`config.mk`:
```
export PLATFORM = sky130hd
export DESIGN_NAME = rx_status_buf
export DESIGN_NICKNAME = d
export VERILOG_FILES = /design/src/rtl/rxsb_pkg.sv /design/src/rtl/rxsb_char_reg.sv /design/src/rtl/rxsb_err_flags.sv /design/src/rtl/rxsb_arb_flag.sv /design/src/rtl/rx_status_buf.sv
export SDC_FILE = /design/constraint.sdc
export NUM_CORES = 1
export LEC_CHECK = 0
export ABC_AREA = 1
export BUFFER_PORTS_ARGS = -buffer_cell sky130_fd_sc_hd__buf_4
export CELL_PAD_IN_SITES_DETAIL_PLACEMENT = 1
export CELL_PAD_IN_SITES_GLOBAL_PLACEMENT = 1
export CORE_UTILIZATION = 21
export CTS_CLUSTER_DIAMETER = 100
export CTS_CLUSTER_SIZE = 14
export DETAILED_ROUTE_END_ITERATION = 8
export PLACE_DENSITY = 0.74
export SYNTH_ARGS = -nofsm -noshare
export SYNTH_HDL_FRONTEND = slang
export SYNTH_SLANG_ARGS = --single-unit
```
`constraint.sdc`:
```
create_clock -name clk -period 0.8 [get_ports clk]
set_input_delay 0.12 -clock clk [delete_from_list [all_inputs] [get_ports clk]]
set_output_delay 0.12 -clock clk [all_outputs]
set_load 0.005 [all_outputs]
```
`src/rtl/rxsb_pkg.sv`:
```
package rxsb_pkg;
  localparam int BYTE_W  = 8;
  localparam int DATA_W  = BYTE_W + 1;
  localparam int ARB_POS = 3;

  typedef struct packed {
    logic per;
    logic fer;
    logic oer;
  } rxsb_err_t;

  function automatic logic err_any(rxsb_err_t e);
    return e.per | e.fer | e.oer;
  endfunction

  function automatic logic [BYTE_W-1:0] pack_hi(logic d8, logic arb, rxsb_err_t e);
    return {err_any(e), e.per, e.fer, e.oer, arb, 2'b00, d8};
  endfunction
endpackage

```
`src/rtl/rxsb_char_reg.sv`:
```
module rxsb_char_reg #(
  parameter int DATA_W = 9
) (
  input  logic              clk,
  input  logic              rst,
  input  logic              enable,
  input  logic              ld,
  input  logic [DATA_W-1:0] ld_data,
  input  logic              rd_lo,
  output logic [DATA_W-1:0] data_q,
  output logic              ovr_event
);
  logic pending;

  assign ovr_event = enable && ld && pending && !rd_lo;

  always_ff @(posedge clk) begin
    if (rst) begin
      data_q  <= '0;
      pending <= 1'b0;
    end else begin
      if (ld) data_q <= ld_data;
      if (!enable)    pending <= 1'b0;
      else if (ld)    pending <= 1'b1;
      else if (rd_lo) pending <= 1'b0;
    end
  end

  p_load_data_r2: assert property (@(posedge clk) disable iff (rst)
    ld |=> data_q == $past(ld_data));
  p_hold_data_r10: assert property (@(posedge clk) disable iff (rst)
    !ld |=> $stable(data_q));
endmodule

```
`src/rtl/rxsb_err_flags.sv`:
```
module rxsb_err_flags
  import rxsb_pkg::*;
(
  input  logic      clk,
  input  logic      rst,
  input  logic      enable,
  input  logic      ld,
  input  logic      ld_per,
  input  logic      ld_fer,
  input  logic      rd_lo,
  input  logic      ovr_event,
  output rxsb_err_t err_q
);
  always_ff @(posedge clk) begin
    if (rst || !enable) begin
      err_q <= '0;
    end else begin
      if (ld) begin
        err_q.per <= ld_per;
        err_q.fer <= ld_fer;
      end else if (rd_lo) begin
        err_q.per <= 1'b0;
        err_q.fer <= 1'b0;
      end
      if (ovr_event) err_q.oer <= 1'b1;
    end
  end

  p_rd_clears_r4: assert property (@(posedge clk) disable iff (rst)
    (enable && rd_lo && !ld) |=> (!err_q.per && !err_q.fer));
  p_ovr_sticky_r5: assert property (@(posedge clk) disable iff (rst)
    (enable && err_q.oer) |=> err_q.oer);
  p_ovr_set_r5: assert property (@(posedge clk) disable iff (rst)
    ovr_event |=> err_q.oer);
  p_disable_clears_r7: assert property (@(posedge clk) disable iff (rst)
    !enable |=> (err_q == '0));
endmodule

```
`src/rtl/rxsb_arb_flag.sv`:
```
module rxsb_arb_flag #(
  parameter bit ARB_EN = 1'b1
) (
  input  logic clk,
  input  logic rst,
  input  logic set_pulse,
  input  logic clr_req,
  output logic arb_q
);
  generate
    if (ARB_EN) begin : g_arb
      logic arb_r;
      always_ff @(posedge clk) begin
        if (rst)            arb_r <= 1'b0;
        else if (set_pulse) arb_r <= 1'b1;
        else if (clr_req)   arb_r <= 1'b0;
      end
      assign arb_q = arb_r;

      p_arb_set_r8: assert property (@(posedge clk) disable iff (rst)
        set_pulse |=> arb_q);
      p_arb_clear_r8: assert property (@(posedge clk) disable iff (rst)
        (clr_req && !set_pulse) |=> !arb_q);
      p_arb_hold_r8: assert property (@(posedge clk) disable iff (rst)
        (!clr_req && !set_pulse) |=> $stable(arb_q));
    end else begin : g_no_arb
      assign arb_q = 1'b0;

      p_arb_absent_r9: assert property (@(posedge clk) disable iff (rst)
        (set_pulse || clr_req) |=> !arb_q);
    end
  endgenerate
endmodule

```
`src/rtl/rx_status_buf.sv`:
```
module rx_status_buf
  import rxsb_pkg::*;
#(
  parameter bit ARB_EN = 1'b1
) (
  input  logic              clk,
  input  logic              rst,
  input  logic              serial_en,
  input  logic              rx_en,
  input  logic              ld_strobe,
  input  logic [DATA_W-1:0] ld_data,
  input  logic              ld_parity_err,
  input  logic              ld_frame_err,
  input  logic              arb_lost,
  input  logic              rd_lo,
  input  logic              wr_hi,
  input  logic [BYTE_W-1:0] wr_data,
  output logic [BYTE_W-1:0] lo_byte,
  output logic [BYTE_W-1:0] hi_byte
);
  logic              rx_active;
  logic              ovr_event;
  logic              arb_clr;
  logic              arb_q;
  logic [DATA_W-1:0] data_q;
  rxsb_err_t         err_q;

  assign rx_active = serial_en && rx_en;
  assign arb_clr   = wr_hi && !wr_data[ARB_POS];

  rxsb_char_reg #(.DATA_W(DATA_W)) u_char (
    .clk(clk), .rst(rst), .enable(rx_active), .ld(ld_strobe),
    .ld_data(ld_data), .rd_lo(rd_lo), .data_q(data_q), .ovr_event(ovr_event)
  );

  rxsb_err_flags u_err (
    .clk(clk), .rst(rst), .enable(rx_active), .ld(ld_strobe),
    .ld_per(ld_parity_err), .ld_fer(ld_frame_err), .rd_lo(rd_lo),
    .ovr_event(ovr_event), .err_q(err_q)
  );

  rxsb_arb_flag #(.ARB_EN(ARB_EN)) u_arb (
    .clk(clk), .rst(rst), .set_pulse(arb_lost), .clr_req(arb_clr), .arb_q(arb_q)
  );

  assign lo_byte = data_q[BYTE_W-1:0];
  assign hi_byte = pack_hi(data_q[DATA_W-1], arb_q, err_q);

  p_summary_r6: assert property (@(posedge clk) disable iff (rst)
    hi_byte[7] == (hi_byte[6] | hi_byte[5] | hi_byte[4]));
  p_unused_zero_r9: assert property (@(posedge clk) disable iff (rst)
    hi_byte[2:1] == 2'b00);
  p_reset_r1: assert property (@(posedge clk)
    rst |=> (lo_byte == '0 && hi_byte == '0));
endmodule

```
* Word-level counts from Yosys, hierarchy flattened
Index checks and enable logic that the tools add are counted. W data, S select, Z words.
Operators by class: mux-type cells 6, bitwise operators 3, reductions and logical operators 12
Operators with widths (count):
- $logic_and A1 B1 Y1 | 5
- $mux W1 | 4
- $mux W2 | 2
- $reduce_bool A2 Y1 | 2
- $logic_not A1 Y1 | 3
- $or A1 B1 Y1 | 2
- $reduce_or A2 Y1 | 1
- $logic_or A1 B1 Y1 | 1
- $not A1 Y1 | 1
Word-level totals: register bits after elaboration 14, output and inout port bits 16, word-level logic and storage cells 27

* Logic depth before layout (Yosys ltp)
depth after elaboration 4, gate-level depth with buffers 5

* By module
Synthesis repeated with hierarchy kept, for this count alone.
Second synthesis, totals: cell total of the unflattened synthesis 76, area total of the unflattened synthesis 554.3 sq um
Modules (own cells, without submodules):
- rxsb_char_reg | times used 1, cells an instance 46, area each 355.3 sq um, seq. area each 200.2 sq um
- rxsb_err_flags | times used 1, cells an instance 14, area each 106.4 sq um, seq. area each 60.1 sq um
- rx_status_buf | times used 1, cells an instance 11, area each 52.6 sq um, seq. area each 0.0 sq um
- rxsb_arb_flag | times used 1, cells an instance 5, area each 40.0 sq um, seq. area each 20.0 sq um

* Worst setup path before layout
No wires, ideal clock.
path kind register to output, start register u_err.err_q[2] (netlist name), end output port hi_byte[7], data arrival time 681 ps, data required time 680 ps, path slack -1 ps, cell stages (with the launch flop) 2, path buffers 0, path through dfxtp_1 > or3_1
Between the ends: longest elaborated chain between the ends 2
RTL lines:
- $or A1 B1 Y1 (2 in series) | line rxsb_pkg.sv:13 | return e.per | e.fer | e.oer;
- to (decl) | line rx_status_buf.sv:19 | output logic [BYTE_W-1:0] hi_byte
Every way passes these cells.

* Worst setup path in the final report
start register u_err.err_q[0] (netlist name), end output port hi_byte[7]
Between the ends: longest elaborated chain between the ends 1
RTL lines (line):
- $or A1 B1 Y1 | rxsb_pkg.sv:13
Every way passes these cells.

==> results_dict.tcl <==
set metrics [dict create \
    antenna-diode-count 0 \
    fin_worst_hold_slack_ns 0.0583 \
    power.share.combinational 0.183 \
    via_count_normalized_by_instance_count 4.24 \
    initial_utilization 0.220 \
    sequentialPowerShare 0.490 \
    route.antenna.remaining_nets 0 \
    largest_net_degree_at_the_start_of_global_routing 12 \
    hold_path_class "in -> reg" \
    yosys_register_bits 14 \
    clk_pin_slew_worst_paths_ns 0.09 \
    post-synth-top-area-fraction 0.519 \
    switchingPower_w 0.000366 \
    post_synth_inst_count 69 \
    violations "setup timing" \
    power.static_leakage_nw 0.487 \
    hold_violations 0 \
    synth.yosys.warnings 0 \
    worst_path_largest_cell_delay_ns 0.37 \
    timing.critical_path.buf_inv 1 \
    die_width_um 52.7 \
    slew_violations 0 \
    pwr_density_cell_nw_per_um2 1560 \
    yosys.area.top_type "dfxtp_1" \
    crit_slowest_cell "or3_4" \
    detail_route.wl_per_cell_um 11.6 \
    synth_flop_cell "dfxtp_1" \
    cts_sinks 14 \
    drv_cap 0 \
    grt_pass1_vias 571 \
    cell_with_the_most_instances_after_synthesis "nor2_1" \
    pre_cts_setup_slack_ns -0.118 \
    max_clock_freq_ghz 0.818 \
    final_layout_size_suffix_gt1_frac 0.580 \
    globalRoute.totalOverflow 0 \
    ctsLongestPathBuffers 2 \
    power.switching_fraction 0.234 \
    post-route-period-util 1.53 \
    synth_cell_types 16 \
    i_o_pins 43 \
    status "complete, but fails checks" \
    critPathTopFamily "simple AND/OR/NAND/NOR gates" \
    critPathMaxFanout 2 \
    cts-buffers-inserted 3 \
    async_flop_share 0 \
    setup_repair_after_global_routing_missed_its_margin "yes" \
    hpwlAfterDp_um 1160 \
    cts_root_buf "clkbuf_4" \
    regToRegEndpoint "u_err.err_q[0]" \
    setup.worst_path.end "hi_byte[7]" \
    drt_drc_violations_left 0 \
    finalWirelength_um 1650 \
    cp-start-kind "flip-flop" \
    syn_to_final_growth_pct 85.4 \
    post_detailed_placement_cell_area_um2 847 \
    die_h_um 52.7 \
    reg2regPathDepth 4 \
    worstSetupPathDepth 2 \
    placementRows 18 \
    route.vias.total 602 \
    synth-edff-count 0 \
    worst_slack_ns -0.422 \
    synth.yosys.seq_area_share 0.519 \
    tritoncts "done" \
    crit_reg_reg_startpoint "u_err.err_q[0]" \
    h_tree_lvls 1 \
    synth_top_cells_by_count "nor2_1, dfxtp_1, o21ai_1" \
    netlist_area_um2 541 \
    port_buffers 33 \
    worstSetupPathType "reg -> out" \
    cell_internal_pwr_w 0.00120 \
    number_of_antenna_violations_at_the_first_check_in_global_routing 0 \
    first_pass_grt_wire_length_um 2460 \
    final_nets 140 \
    clock_power_share 0.328 \
    grt_use_total 0.125 \
    setup_tns_ns -1.34 \
    netlist_top_cells_area "dfxtp_1, nor2_1, o21ai_1" \
    dr.first_iter.drc_count 6 \
    post_route_cell_area_um2 1000 \
    place_congestion 0.610 \
    final_core_util 0.408 \
    clock_insertion_delay_worst_skew_ns 0.28 \
    cp-startpoint "u_err.err_q[0]" \
    reg2reg_slack_ns 0 \
    coreArea_um2 2450 \
    vdd_ir_drop_max_uv 1090 \
    min_period_ns 1.22 \
    crit_arrival_ns 1.10 \
    syn_area_per_cell_um2 7.83 \
    critPathCaptureType "primary output" \
    required_ns 0.68 \
    final_worst_clock_skew_ns 0.000129 \
    drt_pre_antenna_iters 2 \
    floorplan.die_area_um2 2780 \
    report.final.setup_viol 14 \
    crit_chain "or3_4 -> buf_6" \
]
[cells in the final DEF (no fill, tap or decap), types with 2 or more instances in the layout]
cell and count:
buf_4 23, nor2_1 21, buf_6 17, dfxtp_2 13, o21ai_1 8, inv_1 4
a21oi_1 3, nand2_1 3, clkbuf_4 3, inv_2 2, o21ai_0 2, nand2_2 2
conb_1 2
[state kept, by name (all words and copies together), names as in the netlist]
name / cells
u_arb.arb_q: 1
u_char.data_q: 9
u_char.pending: 1
u_err.err_q: 3
[area by class of cell]
class / instances / area [um2]
inverter: 6 / 22.5
multi-input combinational: 46 / 215
tap: 30 / 37.5
sequential: 14 / 297
clock buffer: 4 / 36.3
timing repair buffer: 42 / 394
fill: 296 / 1450
[repair_timing]
action / in CTS / in global routing
gates resized for setup: 22 / 9
setup buffers: 2 / 1
hold buffers: 1 / 0
setup endpoints to repair: 14 / 14
endpoints found under the hold margin: 1 / 0
pin swaps: 1 / 1
[how the worst min path moves through the flow]
| stage | startpoint | endpoint | cells after the start |
|---|---|---|---|
| 3_3_place_gp | rst | u_arb.arb_q | 2 |
| 2_1_floorplan | rst | u_arb.arb_q | 1 |
| 4_1_cts | ld_data[4] | u_char.data_q[4] | 3 |
| 5_1_grt | ld_data[5] | u_char.data_q[5] | 3 |
| 3_5_place_dp | rst | u_arb.arb_q | 2 |
| 6_report | ld_data[7] | u_char.data_q[7] | 3 |
[power groups by stage]
stage                     Clock, W  Sequential [W]  Combinational [W]
after floorplan                  0        0.000772          0.0000889
after global placement           0        0.000769           0.000244
after detailed placement         0        0.000771           0.000248
after CTS                 0.000542        0.000768           0.000285
after global routing      0.000572        0.000773           0.000313
final                     0.000514        0.000767           0.000286
[per-stage QoR]
step | instances | power (W)
after floorplan | 70 | 0.000860
after global placement | 134 | 0.00101
after detailed placement | 134 | 0.00102
after CTS | 141 | 0.00159
after global routing | 142 | 0.00166
final | 142 | 0.00157
[metal layers]
metal / GRT usage / vias to the layer above / routed length [um] / part of all wire
li1: - / 300 / - / -
met1: 0.127 / 278 / 632 / 0.38
met2: 0.241 / 22 / 912 / 0.55
met3: 0.0348 / 2 / 83 / 0.050
met4: 0.0395 / 0 / 17 / 0.010
met5: 0 / - / 0 / 0
[logic make-up after synthesis]
| logic type | Yosys count | synth area share |
|---|---|---|
| AND/OR/NAND/NOR | 30 | 0.236 |
| AO/OA/AOI/OAI | 14 | 0.134 |
| flip-flops | 14 | 0.519 |
| buffers and inverters | 10 | 0.104 |
| other | 1 | 0.00694 |
[worst reg2reg max path: stages, from the launching register on]
cell and delay (ns):
dfxtp_2 0.33, buf_4 0.13, buf_6 0.11, nor2_2 0.09, nor2_1 0.04
(Power assumes the default switching activity.)
